## config.mk

```make
export PLATFORM = sky130hd
export DESIGN_NAME = dma_page_addrgen
export DESIGN_NICKNAME = d
export VERILOG_FILES = /design/src/rtl/dma_page_pkg.sv /design/src/rtl/dma_page_decode.sv /design/src/rtl/dma_page_bank.sv /design/src/rtl/dma_page_addr.sv /design/src/rtl/dma_page_addrgen.sv
export SDC_FILE = /design/constraint.sdc
export NUM_CORES = 1
export LEC_CHECK = 0
export ABC_AREA = 0
export CAP_MARGIN = 20
export CORE_AREA = 2 2 122 124
export CTS_CLUSTER_DIAMETER = 80
export DETAILED_ROUTE_END_ITERATION = 7
export DIE_AREA = 0 0 124 126
export PLACE_DENSITY = 0.74
export SLEW_MARGIN = 20
export SYNTH_ARGS = -nofsm -noshare
export SYNTH_HDL_FRONTEND = slang
export SYNTH_HIERARCHICAL = 1
export SYNTH_SLANG_ARGS = --single-unit
```

## constraint.sdc

```tcl
create_clock -name clk -period 8.9 [get_ports clk]
set_input_delay 1.78 -clock clk [delete_from_list [all_inputs] [get_ports clk]]
set_output_delay 1.78 -clock clk [all_outputs]
set_load 0.02 [all_outputs]
```

## src/rtl/dma_page_pkg.sv

```systemverilog
package dma_page_pkg;

   localparam int unsigned NUM_CH = 4;
   localparam int unsigned CH_W   = 2;
   localparam int unsigned IDX_W  = 3;

   typedef struct packed {
      logic            hit;
      logic [CH_W-1:0] ch;
   } chan_sel_t;

   // Port index to channel table; the order is fixed by the system map.
   function automatic chan_sel_t map_port(input logic [IDX_W-1:0] idx);
      chan_sel_t s;
      s.hit = 1'b1;
      s.ch  = '0;
      case (idx)
         3'd1:    s.ch = 2'd2;
         3'd2:    s.ch = 2'd3;
         3'd3:    s.ch = 2'd1;
         3'd7:    s.ch = 2'd0;
         default: s.hit = 1'b0;
      endcase
      return s;
   endfunction

endpackage

```

## src/rtl/dma_page_decode.sv

```systemverilog
module dma_page_decode
   import dma_page_pkg::*;
#(
   parameter bit HIGH_EN = 1'b1
) (
   input  logic             acc_en,
   input  logic             acc_wr,
   input  logic             acc_hi,
   input  logic [IDX_W-1:0] acc_idx,
   output logic [CH_W-1:0]  sel_ch,
   output logic             wr_lo,
   output logic             wr_hi,
   output logic             rd_ok,
   output logic             rd_dead,
   output logic             flag
);
   chan_sel_t sel;
   logic      live;

   always_comb begin
      sel    = map_port(acc_idx);
      sel_ch = sel.ch;
      // An absent high bank swallows its accesses without a response.
      live    = !acc_hi || HIGH_EN;
      wr_lo   = acc_en &&  acc_wr && !acc_hi && sel.hit;
      wr_hi   = acc_en &&  acc_wr &&  acc_hi && sel.hit && HIGH_EN;
      rd_ok   = acc_en && !acc_wr && live && sel.hit;
      rd_dead = acc_en && !acc_wr && !(live && sel.hit);
      flag    = acc_en && live && !sel.hit;
   end
endmodule

```

## src/rtl/dma_page_bank.sv

```systemverilog
module dma_page_bank #(
   parameter int unsigned NCH     = 4,
   parameter int unsigned W       = 8,
   parameter bit          PRESENT = 1'b1,
   localparam int unsigned SEL_W  = (NCH > 1) ? $clog2(NCH) : 1
) (
   input  logic                  clk,
   input  logic                  rst_n,
   input  logic                  wr_en,
   input  logic [SEL_W-1:0]      wr_ch,
   input  logic [W-1:0]          wr_data,
   input  logic [SEL_W-1:0]      rd_ch,
   output logic [W-1:0]          rd_byte,
   input  logic [SEL_W-1:0]      ad_ch,
   output logic [W-1:0]          ad_byte
);
   logic [NCH-1:0][W-1:0] pages;

   generate
      if (PRESENT) begin : g_regs
         for (genvar c = 0; c < NCH; c++) begin : g_ch
            always_ff @(posedge clk) begin
               if (!rst_n)
                  pages[c] <= '0;
               else if (wr_en && wr_ch == SEL_W'(c))
                  pages[c] <= wr_data;
            end
         end
      end else begin : g_none
         assign pages = '0;
      end
   endgenerate

   assign rd_byte = pages[rd_ch];
   assign ad_byte = pages[ad_ch];
endmodule

```

## src/rtl/dma_page_addr.sv

```systemverilog
module dma_page_addr #(
   parameter int unsigned PAGE_W    = 8,
   parameter int unsigned HIGH_USED = 7,
   parameter int unsigned OFS_W     = 16,
   parameter int unsigned POS_W     = 16,
   localparam int unsigned PHYS_W   = HIGH_USED + PAGE_W + OFS_W
) (
   input  logic [PAGE_W-1:0] lo_page,
   input  logic [PAGE_W-1:0] hi_page,
   input  logic [OFS_W-1:0]  cur_addr,
   input  logic              dir_down,
   input  logic [POS_W-1:0]  xfer_pos,
   input  logic [POS_W-1:0]  xfer_len,
   output logic [PHYS_W-1:0] phys_addr
);
   logic [PHYS_W-1:0] base, pos_x, len_x;

   always_comb begin
      base  = {hi_page[HIGH_USED-1:0], lo_page, cur_addr};
      pos_x = {{(PHYS_W-POS_W){1'b0}}, xfer_pos};
      len_x = {{(PHYS_W-POS_W){1'b0}}, xfer_len};
      phys_addr = dir_down ? (base - pos_x - len_x) : (base + pos_x);
   end
endmodule

```

## src/rtl/dma_page_addrgen.sv

```systemverilog
module dma_page_addrgen
   import dma_page_pkg::*;
#(
   parameter int unsigned PAGE_W    = 8,
   parameter int unsigned HIGH_USED = 7,
   parameter int unsigned OFS_W     = 16,
   parameter int unsigned POS_W     = 16,
   parameter bit          HIGH_EN   = 1'b1,
   localparam int unsigned PHYS_W   = HIGH_USED + PAGE_W + OFS_W
) (
   input  logic              clk,
   input  logic              rst_n,
   input  logic              acc_en,
   input  logic              acc_wr,
   input  logic              acc_hi,
   input  logic [IDX_W-1:0]  acc_idx,
   input  logic [PAGE_W-1:0] acc_wdata,
   output logic [PAGE_W-1:0] acc_rdata,
   output logic              acc_bad,
   input  logic [CH_W-1:0]   addr_ch,
   input  logic [OFS_W-1:0]  cur_addr,
   input  logic              dir_down,
   input  logic [POS_W-1:0]  xfer_pos,
   input  logic [POS_W-1:0]  xfer_len,
   output logic [PHYS_W-1:0] phys_addr
);
   generate
      if (HIGH_USED > PAGE_W) begin : g_chk_high
         $error("HIGH_USED must not exceed PAGE_W");
      end
      if (POS_W > PHYS_W) begin : g_chk_pos
         $error("POS_W must not exceed the physical width");
      end
   endgenerate

   logic [CH_W-1:0]   sel_ch;
   logic              wr_lo, wr_hi, rd_ok, rd_dead, flag;
   logic [PAGE_W-1:0] lo_rd, hi_rd, lo_ad, hi_ad;

   dma_page_decode #(.HIGH_EN(HIGH_EN)) u_dec (
      .acc_en  (acc_en),
      .acc_wr  (acc_wr),
      .acc_hi  (acc_hi),
      .acc_idx (acc_idx),
      .sel_ch  (sel_ch),
      .wr_lo   (wr_lo),
      .wr_hi   (wr_hi),
      .rd_ok   (rd_ok),
      .rd_dead (rd_dead),
      .flag    (flag)
   );

   dma_page_bank #(.NCH(NUM_CH), .W(PAGE_W), .PRESENT(1'b1)) u_lo (
      .clk     (clk),
      .rst_n   (rst_n),
      .wr_en   (wr_lo),
      .wr_ch   (sel_ch),
      .wr_data (acc_wdata),
      .rd_ch   (sel_ch),
      .rd_byte (lo_rd),
      .ad_ch   (addr_ch),
      .ad_byte (lo_ad)
   );

   dma_page_bank #(.NCH(NUM_CH), .W(PAGE_W), .PRESENT(HIGH_EN)) u_hi (
      .clk     (clk),
      .rst_n   (rst_n),
      .wr_en   (wr_hi),
      .wr_ch   (sel_ch),
      .wr_data (acc_wdata),
      .rd_ch   (sel_ch),
      .rd_byte (hi_rd),
      .ad_ch   (addr_ch),
      .ad_byte (hi_ad)
   );

   always_ff @(posedge clk) begin
      if (!rst_n) begin
         acc_rdata <= '0;
         acc_bad   <= 1'b0;
      end else begin
         acc_bad <= flag;
         if (rd_ok)
            acc_rdata <= acc_hi ? hi_rd : lo_rd;
         else if (rd_dead)
            acc_rdata <= '1;
         else
            acc_rdata <= '0;
      end
   end

   dma_page_addr #(
      .PAGE_W(PAGE_W), .HIGH_USED(HIGH_USED), .OFS_W(OFS_W), .POS_W(POS_W)
   ) u_addr (
      .lo_page   (lo_ad),
      .hi_page   (hi_ad),
      .cur_addr  (cur_addr),
      .dir_down  (dir_down),
      .xfer_pos  (xfer_pos),
      .xfer_len  (xfer_len),
      .phys_addr (phys_addr)
   );
endmodule

```

==> results of run 1 <==
==> power breakdown <==
part	switching, mW	internal (mW)	total, mW
Combinational	0.251	0.220	0.471
Sequential	0.00255	0.331	0.334
Clock	0.132	0.283	0.415
==> worst max-delay path: cells and delay by family <==
kind,cells,cell delay (ps)
buffers and inverters,2,1660
muxes,1,640
xor gates and xnor gates,1,220
and+or+nand+nor,2,670
AOI/OAI and AO/OA,2,530
adders and majority gates,1,450
==> cell usage in the layout, fill, tap and decap left out, drive strengths merged, types with 20 or more instances in the layout <==
cell type and count:
nand2 109, clkdlybuf4s50 105, mux2i 78, dfxtp 73
inv 44, a21oi 37, ha 35, mux4 31
xnor2 22, o21ai 22, xor2 21, nor2 20
==> sequential cells by signal, summed over array words and instances (netlist names) <==
name and cells:
u_hi/pages 32, u_lo/pages 32, acc_rdata 8, acc_bad 1
==> stage by stage <==
stage	worst slack, ps	hold slack, ps	total power, mW	area (um^2)
finish	1150	468	1.22	7820
global route	755	496	1.28	7820
CTS	1150	473	1.23	7820
detailed placement	1170	465	0.809	7480
global placement	1180	445	0.806	7480
floorplan	2630	435	0.643	6320
==> how the worst min path moves through the flow <==
stage	start	endpoint	slack (ps)	cells past startpoint
finish	u_hi/pages[31]	u_hi/pages[31]	470	2
global route	u_lo/pages[28]	u_lo/pages[28]	500	2
CTS	u_lo/pages[10]	u_lo/pages[10]	470	2
detailed placement	u_lo/pages[10]	u_lo/pages[10]	470	2
global placement	u_hi/pages[23]	u_hi/pages[23]	440	2
floorplan	u_hi/pages[23]	u_hi/pages[23]	440	2
==> cell type report <==
| type | count | area, um^2 | area share |
|---|---|---|---|
| clock buffers | 12 | 246 | 0.0315 |
| clock inverters | 4 | 98.8 | 0.0126 |
| inverters | 43 | 161 | 0.0206 |
| multi-input cells | 539 | 4540 | 0.580 |
| flip-flops and latches | 73 | 1460 | 0.187 |
| well taps | 184 | 230 | 0.0294 |
| repair buffers | 110 | 1090 | 0.139 |
==> layer usage <==
metal	share of wire	wire [um]
met1	0.43	7280
met2	0.49	8280
met3	0.050	838
met4	0.023	380
met5	0	0
==> results_dict.tcl, run 1 <==
set metrics [dict create \
    place_congestion 0.940 \
    syn_area_per_cell_um2 9.21 \
    routed_via_density 5.70 \
    fin_cells 965 \
    placed_cells 949 \
    top_usage_layer "met2" \
    drt_wl_total_um 16800 \
    initial_core_util 0.442 \
    drt_iter0_markers 408 \
    finalHoldViolCount 0 \
    htreeDepth 3 \
    drive_above_1_share 0.0909 \
    endpoint "phys_addr[22]" \
    grt_pass1_wl_um 26700 \
    period_needed_ps 7750 \
    cts_num_sinks 73 \
    worstRegToRegCells 3 \
    grt_use_total 0.215 \
    antenna_cells 0 \
    clk_pin_slew_ps 60 \
    status "finished clean" \
    grt_overflow 0 \
    grt_max_degree 83 \
    reg2reg_from "u_hi/pages[28]" \
    critPathRequiredTime_ps 7120 \
    grt_pass1_vias 5424 \
    fin_nets 895 \
    post_cts_buffers 0 \
    worst_slew_pin_slew_ps 874 \
    cts_hold_buf 0 \
    clockBufferDepth 2 \
    n_fill_cell 1344 \
    dpl.hpwl_um 12700 \
    use_met2 0.372 \
    startpoint_type "input pin" \
    dr_total_vias 5502 \
    fin_util 0.547 \
    wire_per_inst_um 17.4 \
    cts_resized 0 \
    setup_violations 0 \
    rows 44 \
    arrival_ps 5970 \
    cts_tree "done" \
    fp.dieH_um 126 \
    timing.final.crit_share 0.870 \
    io_pins 107 \
    yosys_warnings 6 \
    grt_util_met1 0.277 \
    leakagePower_nw 3.58 \
    crit_fanout 12 \
    dieArea_mm2 0.0156 \
    crit_top_cell "clkdlybuf4s50_1" \
    grtUsageMet3 0.0276 \
    cts_buffers 9 \
    core_mm2 0.0143 \
    crit_chain "clkdlybuf4s50_1 -> mux4_2 -> ha_1 -> a211oi_1 -> nand3b_1 -> or4_1 -> o2bb2ai_1 -> xor2_1 -> clkdlybuf4s50_1" \
    dr.pass1.iters 5 \
    r2r_end "acc_rdata[4]" \
    setup_tns_ps 0 \
    drv_cap 0 \
    syn_area_mm2 0.00632 \
    slew_viol_final 0 \
    crit_start "addr_ch[1]" \
    cp_slowest_stage_delay_ps 1020 \
    maxSlewHeadroom 0.409 \
    synth_nets 806 \
    timing.fmax_mhz 129 \
    drcViolationCount 0 \
    die_x_um 124 \
    area_delta_synth_final_pct 23.7 \
    clock_skew_ps 4.38 \
    hp-class "reg -> reg" \
    netlist_instances 687 \
    vdd_drop_max_uv 113 \
    rsz0062_at_grt "no" \
    numPortBuffers 106 \
    pwr_density_cell_mw_per_mm2 156 \
    cpMaxStageDelayCell "clkdlybuf4s50_1" \
    antenna_found_initial 0 \
    crit_path_end_kind "primary output" \
    ant_nets 0 \
    path_class "in -> out" \
    cts_root_buf "clkbuf_16" \
    rrSetupSlack_ps 7610 \
    clkLatencyLatePin_ps 330 \
]
Power figures use the tool's default switching activity.
==> inputs of run 2 (changes only) <==
--- a/config.mk
+++ b/config.mk
@@ -7,13 +7,12 @@
 export LEC_CHECK = 0
 export ABC_AREA = 0
 export CAP_MARGIN = 20
-export CORE_AREA = 2 2 122 124
+export CORE_AREA = 2 2 139 141
 export CTS_CLUSTER_DIAMETER = 80
 export DETAILED_ROUTE_END_ITERATION = 7
-export DIE_AREA = 0 0 124 126
-export PLACE_DENSITY = 0.74
+export DIE_AREA = 0 0 141 143
+export PLACE_DENSITY = 0.52
 export SLEW_MARGIN = 20
 export SYNTH_ARGS = -nofsm -noshare
 export SYNTH_HDL_FRONTEND = slang
-export SYNTH_HIERARCHICAL = 1
 export SYNTH_SLANG_ARGS = --single-unit
==> results_dict.tcl, run 2 <==
set metrics [dict create \
    syn_area_mm2 0.00644 \
    synth_compound_area_frac 0.129 \
    crit_chain "clkdlybuf4s50_1 -> mux4_2 -> ha_1 -> nand2_1 -> nor4_1 -> nand2_1 -> or3_1 -> nand3_1 -> a21oi_1 -> xor2_1 -> clkdlybuf4s50_1" \
    yosys_register_bits 73 \
    cts_root_buf "clkbuf_16" \
    drt_wl_total_um 19000 \
    pwr_density_cell_mw_per_mm2 146 \
    cp_slowest_stage_delay_ps 880 \
    finalHoldViolCount 0 \
    ys_seq_area_frac 0.227 \
    setup_tns_ps 0 \
    layout_commonest_cell "clkdlybuf4s50_1" \
    timing.fmax_mhz 135 \
    drive_above_1_share 0.0786 \
    synth_most_common_cell "mux2i_1" \
    synth_top_family_by_area "multiplexers" \
    setup_violations 0 \
    post_cts_buffers 0 \
    crit_start "addr_ch[1]" \
    fin_nets 916 \
    crit_fanout 9 \
    ant_nets 0 \
    hold_start "u_hi.pages[7]" \
    path_class "in -> out" \
    hp-class "reg -> reg" \
    grt_overflow 0 \
    synthXorXnorAreaFrac 0.0598 \
    synth_nets 837 \
    maxSlewHeadroom 0.376 \
    synth_edf_count 0 \
    rrSetupSlack_ps 7660 \
    wire_per_inst_um 18.3 \
    critPathRequiredTime_ps 7120 \
    fp.dieH_um 143 \
    startpoint_type "input pin" \
    dp_slack_ps 1500 \
    setup_slack_ps 1480 \
    syn_area_per_cell_um2 8.97 \
    cts_num_sinks 73 \
    placed_cells 1020 \
    yosysTopAreaCell "dfxtp_1" \
    async_reset_ff_frac 0 \
    synthTopCellsByCount "mux2i_1 (74), dfxtp_1 (73), nor2b_1 (67)" \
    drt_iter0_markers 451 \
    dpl.hpwl_um 14800 \
    period_needed_ps 7420 \
    reg.largest.list "u_hi.pages x32, u_lo.pages x32, acc_rdata x8" \
    antenna_found_initial 0 \
    dr.pass1.iters 5 \
    yosys_warnings 0 \
    fin_cells 1036 \
    initial_core_util 0.347 \
    netlist_instances 718 \
    clock_skew_ps 3.35 \
    ys.flop_type "dfxtp_1" \
    dr_total_vias 5675 \
    layout_common_cells "clkdlybuf4s50_1 (105), mux2i_1 (74), dfxtp_1 (73)" \
    drcViolationCount 0 \
    synth_top_area_share 0.227 \
    clockBufferDepth 2 \
    area_delta_synth_final_pct 23.8 \
    crit_path_end_kind "primary output" \
    grt_use_total 0.190 \
    cts_tree "done" \
    status "finished clean" \
    clkLatencyLatePin_ps 330 \
    cpMaxStageDelayCell "clkdlybuf4s50_1" \
    routed_via_density 5.48 \
    worst_slew_pin_slew_ps 936 \
    yosys.cell_types.count 57 \
    arrival_ps 5640 \
    cts_hold_buf 0 \
    grt_pass1_vias 5610 \
    synth_mux_area_frac 0.224 \
    grt_pass1_wl_um 30500 \
    slew_viol_final 0 \
    crit_buf_inv 2 \
    antenna_cells 0 \
    timing.final.crit_share 0.834 \
    clk_pin_slew_ps 50 \
    synth_simple_gate_area_frac 0.186 \
    cts_resized 0 \
    synthTopCellsByArea "dfxtp_1 (23%), mux2i_1 (11%), mux4_2 (10%), ha_1 (6.8%), nor2b_1 (6.5%)" \
    drv_cap 0 \
    cts_buffers 9 \
    io_pins 107 \
    leakagePower_nw 3.18 \
    place_congestion 0.899 \
    core_mm2 0.0186 \
    synth_adder_area_share 0.121 \
    rows 50 \
    numPortBuffers 106 \
    htreeDepth 3 \
    die_x_um 141 \
    path_delay_family "buffers and inverters" \
    reg2reg_from "u_lo.pages[16]" \
    rsz0062_at_grt "no" \
    vdd_drop_max_uv 89.7 \
    grt_max_degree 66 \
    dieArea_mm2 0.0202 \
]
run 2: tightest hold or removal path, stage by stage, from the launching register on:
cell     delay, ps
dfxtp_1        320
mux2i_1         70
nor2b_1         90
run 2: final timing paths:
kind                        end  depth (start not counted)
hold reg to reg   u_hi.pages[7]                          2
setup / recovery  phys_addr[23]                         11
setup reg to reg   acc_rdata[0]                          3
hold / removal    u_hi.pages[7]                          2
run 2: layout make-up:
class / count / area, um^2
fillers: 1777 / 10600
multi-input cells: 556 / 4650
flip-flops and latches: 73 / 1460
repair buffers: 113 / 1110
well taps: 234 / 293
clock buffers: 11 / 243
inverters: 44 / 165
clock inverters: 5 / 55.1
run 2: cells by family (layout without fill, tap and decap cells):
logic type,Yosys count,after routing
mux,105,105
xor+xnor,44,44
flops,73,73
simple gates,223,223
compound gates,132,132
fa+ha+maj,52,52
buf+inv,89,173
run 2: routing by layer:
layer / GRT usage / part of all wire
met2: 0.309 / 0.46
met4: 0.0400 / 0.014
met3: 0.0305 / 0.050
met5: 0 / 0
met1: 0.269 / 0.47
run 2: power by group:
part           total, mW  internal [mW]  switching (mW)  leakage, nW
combinational      0.474          0.211           0.263         2.45
clock              0.360          0.224           0.136        0.142
sequential         0.332          0.330         0.00191        0.589
total               1.17          0.765           0.401         3.18
run 2: per-stage QoR:
step           hold WS (ps)  total power [mW]  area [um^2]  utilization
2_1_floorplan           477             0.639         6440            -
3_3_place_gp            498             0.813         7670        0.413
3_5_place_dp            503             0.811         7680        0.413
4_1_cts                 523              1.17         7980        0.429
5_1_grt                 556              1.23         7980        0.429
6_report                516              1.17         7980        0.429
==> inputs of run 3 (changes only) <==
--- a/config.mk
+++ b/config.mk
@@ -11,7 +11,7 @@
 export CTS_CLUSTER_DIAMETER = 80
 export DETAILED_ROUTE_END_ITERATION = 7
 export DIE_AREA = 0 0 141 143
-export PLACE_DENSITY = 0.52
+export PLACE_DENSITY = 0.54
 export SLEW_MARGIN = 20
 export SYNTH_ARGS = -nofsm -noshare
 export SYNTH_HDL_FRONTEND = slang
==> constraint.sdc (replaced) <==
create_clock -name clk -period 6.65 [get_ports clk]
set_input_delay 1.33 -clock clk [delete_from_list [all_inputs] [get_ports clk]]
set_output_delay 1.33 -clock clk [all_outputs]
set_load 0.02 [all_outputs]
==> results_dict.tcl, run 3 (synthesis gave the netlist of run 2 again) <==
set metrics [dict create \
    maxSlewHeadroom 0.333 \
    finalPower_mw 1.52 \
    cts_buffers 9 \
    period_needed_ps 6330 \
    drcViolationCount 0 \
    wire_per_inst_um 19.3 \
    crit_buf_inv 3 \
    hold_slack_ps 519 \
    dpl.hpwl_um 15500 \
    timing.fmax_mhz 158 \
    startpoint_type "input pin" \
    dr.pass1.iters 4 \
    clkLatencyLatePin_ps 330 \
    grt_use_total 0.201 \
    fin_nets 924 \
    cts_num_sinks 73 \
    cp_slowest_stage_delay_ps 620 \
    pwr_density_cell_mw_per_mm2 190 \
    grt_max_degree 66 \
    cpMaxStageDelayCell "clkdlybuf4s50_1" \
    rrSetupSlack_ps 5310 \
    leakagePower_nw 3.21 \
    status "finished clean" \
    hold_start "u_hi.pages[15]" \
    cts_tree "done" \
    r2r_end "acc_rdata[1]" \
    setup_tns_ps 0 \
    antenna_found_initial 0 \
    layout_common_cells "clkdlybuf4s50_1 (105), mux2i_1 (74), dfxtp_1 (73)" \
    clk_pin_slew_ps 50 \
    cts_root_buf "clkbuf_16" \
    reg2reg_from "u_lo.pages[17]" \
    layout_commonest_cell "clkdlybuf4s50_1" \
    clock_skew_ps 4.68 \
    drt_wl_total_um 20100 \
    die_x_um 141 \
    timing.final.crit_share 0.951 \
    dr_total_vias 5752 \
    path_class "in -> out" \
    clockBufferDepth 2 \
    numPortBuffers 106 \
    htreeDepth 3 \
    post_cts_buffers 0 \
    io_pins 107 \
    finalHoldViolCount 0 \
    initial_core_util 0.347 \
    grt_overflow 0 \
    place_congestion 0.896 \
    crit_fanout 6 \
    vdd_drop_max_uv 140 \
    setup_violations 0 \
    grt_pass1_vias 5900 \
    routed_via_density 5.51 \
    worstRegToRegCells 3 \
    area_delta_synth_final_pct 24.5 \
    grt_pass1_wl_um 31400 \
    ant_nets 0 \
    hp-class "reg -> reg" \
    placed_cells 1028 \
    critPathRequiredTime_ps 5320 \
    reg.largest.list "u_hi.pages x32, u_lo.pages x32, acc_rdata x8" \
    n_fill_cell 1831 \
    worst_slew_pin_slew_ps 992 \
    crit_chain "clkdlybuf4s50_1 -> inv_1 -> fa_1 -> ha_1 -> nor2b_1 -> o21bai_1 -> a31oi_1 -> a31oi_1 -> o211ai_1 -> o22ai_2 -> xor2_1 -> clkdlybuf4s50_1" \
    whs_path_depth 2 \
    antenna_cells 0 \
    hold_end "u_hi.pages[15]" \
    crit_path_end_kind "primary output" \
    arrival_ps 5000 \
    core_mm2 0.0186 \
    rsz0062_at_grt "no" \
    dieArea_mm2 0.0202 \
    drt_iter0_markers 289 \
    drive_above_1_share 0.0828 \
    rows 50 \
    fp.dieH_um 143 \
    fin_cells 1043 \
    slew_viol_final 0 \
    drv_cap 0 \
    path_delay_family "compound AO/OA/AOI/OAI gates" \
]
-- run 3: cell count changes in the layout (fill, tap and decap cells not counted) --
cell / change
clkinv_2: -2
buf_4: +7
nor3_1: -1
buf_12: +1
a21boi_1: +1
nor3_4: +1
a21boi_0: -1
clkbuf_1: +4
clkinvlp_4: -2
bufinv_16: -1
-- run 3: where the power goes --
| group | switching [mW] | internal (mW) |
|---|---|---|
| Combinational | 0.356 | 0.291 |
| Clock | 0.168 | 0.261 |
| Sequential | 0.00255 | 0.442 |
| Total | 0.526 | 0.995 |
-- run 3: metal layers --
layer	track usage	wire length, um	up-vias
li1	-	-	2745
met1	0.233	8200	2810
met2	0.378	10600	160
met3	0.0184	676	37
met4	0.0826	613	0
met5	0	0	-
-- run 3: how the worst max path moves through the flow --
| stage | slack (ps) | end | depth (start not counted) | startpoint |
|---|---|---|---|---|
| after floorplan | 1430 | phys_addr[28] | 10 | addr_ch[0] |
| after global placement | 360 | phys_addr[15] | 12 | xfer_pos[4] |
| after detailed placement | 270 | phys_addr[15] | 12 | xfer_pos[4] |
| after CTS | 250 | phys_addr[15] | 12 | xfer_pos[4] |
| after global routing | 100 | phys_addr[27] | 12 | xfer_pos[4] |
| final | 320 | phys_addr[30] | 12 | xfer_pos[2] |
-- run 3: what timing repair did --
item,CTS,global route
gates resized for setup,0,1
endpoints found under the setup margin,0,1
hold buffers,0,0
-- run 3: worst reg2reg max path, cell delays in order, from the launching register on --
cell and delay (ps):
dfxtp_1 320, mux4_2 470, mux2i_1 290, a21oi_1 130
-- run 3: layout make-up --
cell class                 count  area [um^2]  area share
sequential                    73         1460       0.182
multi-input combinational    556         4660       0.581
inverter                      44          165      0.0206
timing repair buffer         121         1180       0.147
tap                          234          293      0.0365
clock buffer                  15          258      0.0321
-- run 3: through the flow --
stage / area (um^2) / worst slack (ps) / utilization
5_1_grt: 8020 / 102 / 0.432
6_report: 8020 / 324 / 0.432
2_1_floorplan: 6440 / 1430 / -
3_5_place_dp: 7750 / 265 / 0.417
3_3_place_gp: 7750 / 356 / 0.417
4_1_cts: 8010 / 251 / 0.431
